<file path="config.mk">
export PLATFORM = sky130hd
export DESIGN_NAME = ssb_usb_demod
export DESIGN_NICKNAME = d
export VERILOG_FILES = /design/src/rtl/ssb_demod_pkg.sv /design/src/rtl/ssb_shift_line.sv /design/src/rtl/ssb_fir_serial.sv /design/src/rtl/ssb_usb_stage.sv /design/src/rtl/ssb_usb_demod.sv
export SDC_FILE = /design/constraint.sdc
export NUM_CORES = 2
export LEC_CHECK = 0
export BUFFER_PORTS_ARGS = -buffer_cell sky130_fd_sc_hd__buf_2
export CAP_MARGIN = 15
export CORE_MARGIN = 2
export CORE_UTILIZATION = 30
export CTS_BUF_LIST = sky130_fd_sc_hd__clkbuf_2 sky130_fd_sc_hd__clkbuf_4 sky130_fd_sc_hd__clkbuf_8
export DETAILED_ROUTE_END_ITERATION = 6
export PLACE_DENSITY = 0.55
export SLEW_MARGIN = 20
export SYNTH_ARGS = -nofsm -noshare
export SYNTH_HDL_FRONTEND = slang
export SYNTH_HIERARCHICAL = 1
export SYNTH_SLANG_ARGS = --single-unit
</file>
<file path="constraint.sdc">
create_clock -name clk -period 13.4 [get_ports clk]
set_input_delay 1.34 -clock clk [delete_from_list [all_inputs] [get_ports clk]]
set_output_delay 1.34 -clock clk [all_outputs]
set_load 0.05 [all_outputs]
</file>
<file path="src/rtl/ssb_demod_pkg.sv">
package ssb_demod_pkg;

  localparam int TAPS     = 15;
  localparam int CENTER   = (TAPS - 1) / 2;
  localparam int HB_PAIRS = 4;
  localparam int NCH      = 2;

  // Symmetric low-pass weights, folded around the centre tap.
  function automatic int lp_coef(input int k);
    int m;
    m = (k > CENTER) ? (TAPS - 1 - k) : k;
    case (m)
      0, 1:    return 3;
      2:       return 5;
      3:       return 7;
      4:       return 9;
      5:       return 10;
      default: return 11;
    endcase
  endfunction

  // Antisymmetric Hilbert weights for the even-tap pairs, outermost first.
  function automatic int hb_coef(input int p);
    case (p)
      0:       return 315;
      1:       return 440;
      2:       return 734;
      default: return 2202;
    endcase
  endfunction

endpackage

</file>
<file path="src/rtl/ssb_shift_line.sv">
module ssb_shift_line #(
  parameter int W      = 16,
  parameter int DEPTH  = 15,
  parameter int FIRST  = 0,
  parameter int STRIDE = 1,
  parameter int NOUT   = 15
) (
  input  logic              clk,
  input  logic              rst,
  input  logic              shift_en,
  input  logic [W-1:0]      din,
  output logic [NOUT*W-1:0] taps
);

  logic [W-1:0] mem [DEPTH];

  // Index DEPTH-1 takes the newest value; index 0 holds the oldest.
  always_ff @(posedge clk) begin
    if (rst) begin
      for (int k = 0; k < DEPTH; k++) mem[k] <= '0;
    end else if (shift_en) begin
      for (int k = 0; k < DEPTH - 1; k++) mem[k] <= mem[k+1];
      mem[DEPTH-1] <= din;
    end
  end

  for (genvar g = 0; g < NOUT; g++) begin : g_tap
    assign taps[g*W +: W] = mem[FIRST + g*STRIDE];
  end

endmodule

</file>
<file path="src/rtl/ssb_fir_serial.sv">
module ssb_fir_serial
  import ssb_demod_pkg::*;
#(
  parameter int IN_W  = 12,
  parameter int OUT_W = 16,
  parameter int ACC_W = 32,
  parameter int SHIFT = 8
) (
  input  logic                               clk,
  input  logic                               rst,
  input  logic                               start,
  input  logic [NCH-1:0][TAPS*IN_W-1:0]      raw_taps,
  output logic                               done,
  output logic [NCH-1:0][OUT_W-1:0]          filt
);

  localparam int IDX_W = $clog2(TAPS);

  logic                    busy;
  logic [IDX_W-1:0]        idx;
  logic signed [IN_W-1:0]  sel     [NCH];
  logic signed [ACC_W-1:0] acc_q   [NCH];
  logic signed [ACC_W-1:0] acc_nxt [NCH];

  // One tap per cycle for both channels.
  always_comb begin
    for (int c = 0; c < NCH; c++) begin
      sel[c]     = raw_taps[c][int'(idx)*IN_W +: IN_W];
      acc_nxt[c] = acc_q[c] + ACC_W'(sel[c]) * ACC_W'(lp_coef(int'(idx)));
    end
  end

  always_ff @(posedge clk) begin
    if (rst) begin
      busy <= 1'b0;
      idx  <= '0;
      done <= 1'b0;
      for (int c = 0; c < NCH; c++) begin
        acc_q[c] <= '0;
        filt[c]  <= '0;
      end
    end else begin
      done <= 1'b0;
      if (start) begin
        busy <= 1'b1;
        idx  <= '0;
        for (int c = 0; c < NCH; c++) acc_q[c] <= '0;
      end else if (busy) begin
        for (int c = 0; c < NCH; c++) acc_q[c] <= acc_nxt[c];
        if (idx == IDX_W'(TAPS - 1)) begin
          busy <= 1'b0;
          done <= 1'b1;
          for (int c = 0; c < NCH; c++) filt[c] <= OUT_W'(acc_nxt[c] >>> SHIFT);
        end else begin
          idx <= idx + 1'b1;
        end
      end
    end
  end

endmodule

</file>
<file path="src/rtl/ssb_usb_stage.sv">
module ssb_usb_stage
  import ssb_demod_pkg::*;
#(
  parameter int DW       = 16,
  parameter int ACC_W    = 32,
  parameter int OUT_W    = 9,
  parameter int HB_SHIFT = 12,
  parameter int DAC_MID  = 128,
  parameter int DAC_MAX  = 256
) (
  input  logic                     clk,
  input  logic                     rst,
  input  logic                     fire,
  input  logic [DW-1:0]            i_center,
  input  logic [2*HB_PAIRS*DW-1:0] q_even,
  output logic [OUT_W-1:0]         audio,
  output logic                     audio_valid
);

  localparam int NEV = 2 * HB_PAIRS;

  logic signed [ACC_W-1:0] hb_sum;
  logic signed [ACC_W-1:0] hb_val;
  logic signed [ACC_W-1:0] level;
  logic [OUT_W-1:0]        clipped;

  always_comb begin
    hb_sum = '0;
    for (int p = 0; p < HB_PAIRS; p++) begin
      hb_sum = hb_sum
             + (ACC_W'($signed(q_even[p*DW +: DW])) - ACC_W'($signed(q_even[(NEV-1-p)*DW +: DW])))
             * ACC_W'(hb_coef(p));
    end
    hb_val = hb_sum >>> HB_SHIFT;
    level  = ACC_W'($signed(i_center)) - hb_val + ACC_W'(DAC_MID);
    if (level > ACC_W'(DAC_MAX))  clipped = OUT_W'(DAC_MAX);
    else if (level < 0)           clipped = '0;
    else                          clipped = OUT_W'(level);
  end

  always_ff @(posedge clk) begin
    if (rst) begin
      audio       <= OUT_W'(DAC_MID);
      audio_valid <= 1'b0;
    end else begin
      audio_valid <= fire;
      if (fire) audio <= clipped;
    end
  end

endmodule

</file>
<file path="src/rtl/ssb_usb_demod.sv">
module ssb_usb_demod
  import ssb_demod_pkg::*;
#(
  parameter int IN_W     = 12,
  parameter int DW       = 16,
  parameter int ACC_W    = 32,
  parameter int DECIM    = 4,
  parameter int LP_SHIFT = 8,
  parameter int HB_SHIFT = 12,
  parameter int OUT_W    = 9,
  parameter int DAC_MID  = 128,
  parameter int DAC_MAX  = 256
) (
  input  logic             clk,
  input  logic             rst,
  input  logic             in_valid,
  input  logic [IN_W-1:0]  in_i,
  input  logic [IN_W-1:0]  in_q,
  output logic [OUT_W-1:0] audio_out,
  output logic             audio_valid
);

  localparam int PH_W   = (DECIM > 1) ? $clog2(DECIM) : 1;
  localparam int NEV    = 2 * HB_PAIRS;
  localparam int I_DEEP = CENTER + 1;

  logic [PH_W-1:0] phase;
  logic            trigger;
  logic            fir_done;
  logic            dec_moved;

  logic [NCH-1:0][TAPS*IN_W-1:0] raw_taps;
  logic [NCH-1:0][DW-1:0]        filt;
  logic [DW-1:0]                 i_center;
  logic [NEV*DW-1:0]             q_even;

  // Decimation phase: the filter runs when the count wraps.
  assign trigger = in_valid && (phase == PH_W'(DECIM - 1));

  always_ff @(posedge clk) begin
    if (rst) begin
      phase     <= '0;
      dec_moved <= 1'b0;
    end else begin
      dec_moved <= fir_done;
      if (in_valid) phase <= trigger ? '0 : phase + 1'b1;
    end
  end

  ssb_shift_line #(.W(IN_W), .DEPTH(TAPS), .FIRST(0), .STRIDE(1), .NOUT(TAPS)) u_raw_i (
    .clk(clk), .rst(rst), .shift_en(in_valid), .din(in_i), .taps(raw_taps[0])
  );

  ssb_shift_line #(.W(IN_W), .DEPTH(TAPS), .FIRST(0), .STRIDE(1), .NOUT(TAPS)) u_raw_q (
    .clk(clk), .rst(rst), .shift_en(in_valid), .din(in_q), .taps(raw_taps[1])
  );

  ssb_fir_serial #(.IN_W(IN_W), .OUT_W(DW), .ACC_W(ACC_W), .SHIFT(LP_SHIFT)) u_fir (
    .clk(clk), .rst(rst), .start(trigger), .raw_taps(raw_taps),
    .done(fir_done), .filt(filt)
  );

  // In-phase history only needs to reach the centre tap.
  ssb_shift_line #(.W(DW), .DEPTH(I_DEEP), .FIRST(0), .STRIDE(1), .NOUT(1)) u_dec_i (
    .clk(clk), .rst(rst), .shift_en(fir_done), .din(filt[0]), .taps(i_center)
  );

  // Quadrature history exposes only the even taps the Hilbert pairs use.
  ssb_shift_line #(.W(DW), .DEPTH(TAPS), .FIRST(0), .STRIDE(2), .NOUT(NEV)) u_dec_q (
    .clk(clk), .rst(rst), .shift_en(fir_done), .din(filt[1]), .taps(q_even)
  );

  ssb_usb_stage #(
    .DW(DW), .ACC_W(ACC_W), .OUT_W(OUT_W), .HB_SHIFT(HB_SHIFT),
    .DAC_MID(DAC_MID), .DAC_MAX(DAC_MAX)
  ) u_usb (
    .clk(clk), .rst(rst), .fire(dec_moved), .i_center(i_center), .q_even(q_even),
    .audio(audio_out), .audio_valid(audio_valid)
  );

endmodule

</file>
==> impl_metrics.json <==
{
  "maxCapViolations": 0,
  "period_minus_slack_ps": 12870,
  "ant_nets": 0,
  "nFillCells": 20069,
  "hold_depth": 2,
  "syn2layout_area_growth_pct": 11.8,
  "first_iter_violations": 2618,
  "utilization": 0.338,
  "final_nets": 6267,
  "drive_above_1_share": 0.144,
  "drcViolationCount": 0,
  "syn_nets": 6120,
  "grt_usage": 0.127,
  "end_kind": "flip-flop",
  "die_h_um": 453,
  "core_mm2": 0.200,
  "clock_latency_ps": 870,
  "synthTopCellsByArea": "edfxtp_1, fa_1, ha_1",
  "vias": 37937,
  "routed_via_density": 4.66,
  "synth_edf_count": 776,
  "cts_tree": "done",
  "critPathMaxStageDelay_ps": 570,
  "cp_max_fo": 8,
  "slowest_stage": "fa_1",
  "ys.warnings.count": 6,
  "grt-ovfl-total": 0,
  "period_share": 0.960,
  "use_met3": 0.0199,
  "pin_count": 37,
  "met1_usage": 0.172,
  "ys_ff_latch": 827,
  "syn-cell-area_mm2": 0.0605,
  "dpl.hpwl_um": 91900,
  "crit_type": "reg -> reg",
  "die_x_um": 453,
  "avgSynthCellArea_um2": 11.6,
  "startpoint_type": "flip-flop",
  "path_clk_slew_ps": 60,
  "cts_sinks": 827,
  "gr-usage-met2": 0.211,
  "worstSetupStartpoint": "u_dec_q/mem[4][0]",
  "clock_path_buffers": 3,
  "synth_top_area_cell": "edfxtp_1",
  "required_ps": 14190,
  "setup_viol": 0,
  "slew_headroom": 0.273,
  "cts_root_buf": "clkbuf_8",
  "grt_pass1_vias": 39417,
  "cp_common_cell": "fa_1",
  "hold_buffers": 0,
  "htree_levels": 4,
  "netlist_top_cells_count": "edfxtp_1, inv_1, ha_1",
  "grt_first_pass_wirelength_um": 212000,
  "hp-class": "reg -> reg",
  "fmaxAchievable_mhz": 77.7,
  "crit_end": "u_usb/audio[3]",
  "worstRegToRegCells": 53,
  "hold_viol_final": 0,
  "synth_top_area_share": 0.385,
  "cp.buffers_inverters": 8,
  "gp_congestion": 0.840,
  "grt_max_degree": 203,
  "num_rows": 164,
  "skew_ps": 56.5,
  "critPathTopFamily": "adder cells",
  "synth.distinct_cells": 99,
  "synthCells": 5222,
  "ys_seq_area_frac": 0.402,
  "yosysMostFrequentCell": "edfxtp_1",
  "worst_pin_slew_ps": 1090,
  "status": "finished clean",
  "worstReg2RegEnd": "u_usb/audio[3]",
  "die-area_mm2": 0.205,
  "maxSlewViolCount": 0,
  "wl_per_cell_um": 16.0,
  "async_reset_ff_frac": 0,
  "busiest_layer": "met2",
  "initial_core_util": 0.302,
  "r2r_start": "u_dec_q/mem[4][0]",
  "routed_wl_um": 131000,
  "rrSetupSlack_ps": 530,
  "numCtsBuffers": 146,
  "drt_pass1_iterations": 5,
  "path_depth": 53,
  "antenna_found_initial": 2,
  "critPathArrivalTime_ps": 13660,
  "synth_flop_cell": "edfxtp_1",
  "port_buffers": 36
}
[repair_timing]
action | in CTS | in global routing
setup buffers | 1 | 14
resized for setup | 4 | 86
pin swaps | 1 | 31
endpoints found under the setup margin | 9 | 9
[flip-flops by register name, summed over array words and instances (netlist names), 2 cells and up]
signal	cells
u_dec_q/mem	240
u_raw_i/mem	180
u_raw_q/mem	180
u_dec_i/mem	128
u_fir/acc_q	48
u_fir/filt	32
u_usb/audio	9
u_fir/idx	4
phase	2
[kinds of logic (layout without fill, tap and decap cells)]
group / count (synthesis) / after routing / share of synthesized area
AOI/OAI and AO/OA: 669 / 669 / 0.0729
xor gates and xnor gates: 254 / 254 / 0.0369
adders and majority gates: 871 / 871 / 0.225
buffers and inverters: 961 / 1225 / 0.0681
DFF: 827 / 827 / 0.402
muxes: 110 / 110 / 0.0335
other: 0 / 3 / 0
and+or+nand+nor: 1530 / 1530 / 0.161
[through the flow]
step / cell area, um2 / TNS (ps) / hold slack [ps] / cells / setup slack [ps]
3_3_place_gp: 64000 / -502 / 442 / 7862 / -80.2
4_1_cts: 67100 / 0 / 451 / 8128 / 23.5
3_5_place_dp: 64000 / -2310 / 442 / 7862 / -310
5_1_grt: 67600 / -137 / 467 / 8143 / -35.6
6_report: 67600 / 0 / 450 / 8145 / 530
2_1_floorplan: 60500 / 0 / 432 / 5222 / 286
[layer usage]
| metal | vias to the layer above | wire length, um |
|---|---|---|
| li1 | 18436 | - |
| met1 | 18779 | 61900 |
| met2 | 555 | 61800 |
| met3 | 167 | 4270 |
| met4 | 0 | 2730 |
| met5 | - | 0 |
[worst min-delay path, cell delays in order (launching register included)]
cell	delay, ps
dfxtp_1	300
nand2_1	50
a21oi_1	50
[cells in the final DEF, fill, tap and decap left out, types with 22 or more instances in the layout]
| master | count |
|---|---|
| fa_1 | 360 |
| edfxtp_1 | 776 |
| a31oi_1 | 22 |
| buf_2 | 34 |
| dfxtp_1 | 46 |
| clkbuf_4 | 46 |
| a21o_1 | 70 |
| xnor2_1 | 146 |
| a21oi_1 | 170 |
| xor2_1 | 93 |
| buf_4 | 192 |
| o21ai_1 | 61 |
| nor2b_1 | 260 |
| inv_1 | 726 |
| o21ai_0 | 81 |
| nand2_1 | 192 |
| nor3_1 | 56 |
| and3b_2 | 100 |
| clkinv_1 | 31 |
| nand3_1 | 40 |
| and3b_1 | 396 |
| o21a_1 | 32 |
| a211oi_1 | 24 |
| o21bai_1 | 23 |
| mux2_2 | 26 |
| clkbuf_8 | 152 |
| ha_1 | 495 |
| nor2_1 | 281 |
| nand2b_1 | 35 |
| a221oi_1 | 24 |
| mux4_2 | 70 |
[worst min-delay path by stage]
stage / start / to
finish: u_fir/filt[30] / u_fir/filt[30]
global route: u_fir/filt[30] / u_fir/filt[30]
CTS: u_fir/filt[30] / u_fir/filt[30]
detailed placement: u_fir/filt[30] / u_fir/filt[30]
global placement: u_fir/filt[28] / u_fir/filt[28]
floorplan: u_fir/filt[10] / u_fir/filt[10]
[layout make-up]
type	count	area, um2	area share
Multi-Input combinational cell	3434	32500	0.481
Inverter	729	2740	0.0405
Sequential cell	827	24300	0.360
Clock buffer	198	2440	0.0360
Timing Repair Buffer	231	1680	0.0249
Antenna cell	3	7.51	0.000111
Clock inverter	67	584	0.00864
Tap cell	2656	3320	0.0492
Power is not shown: default switching activity piles up to over one toggle a cycle in this logic, so the estimate is an artifact.
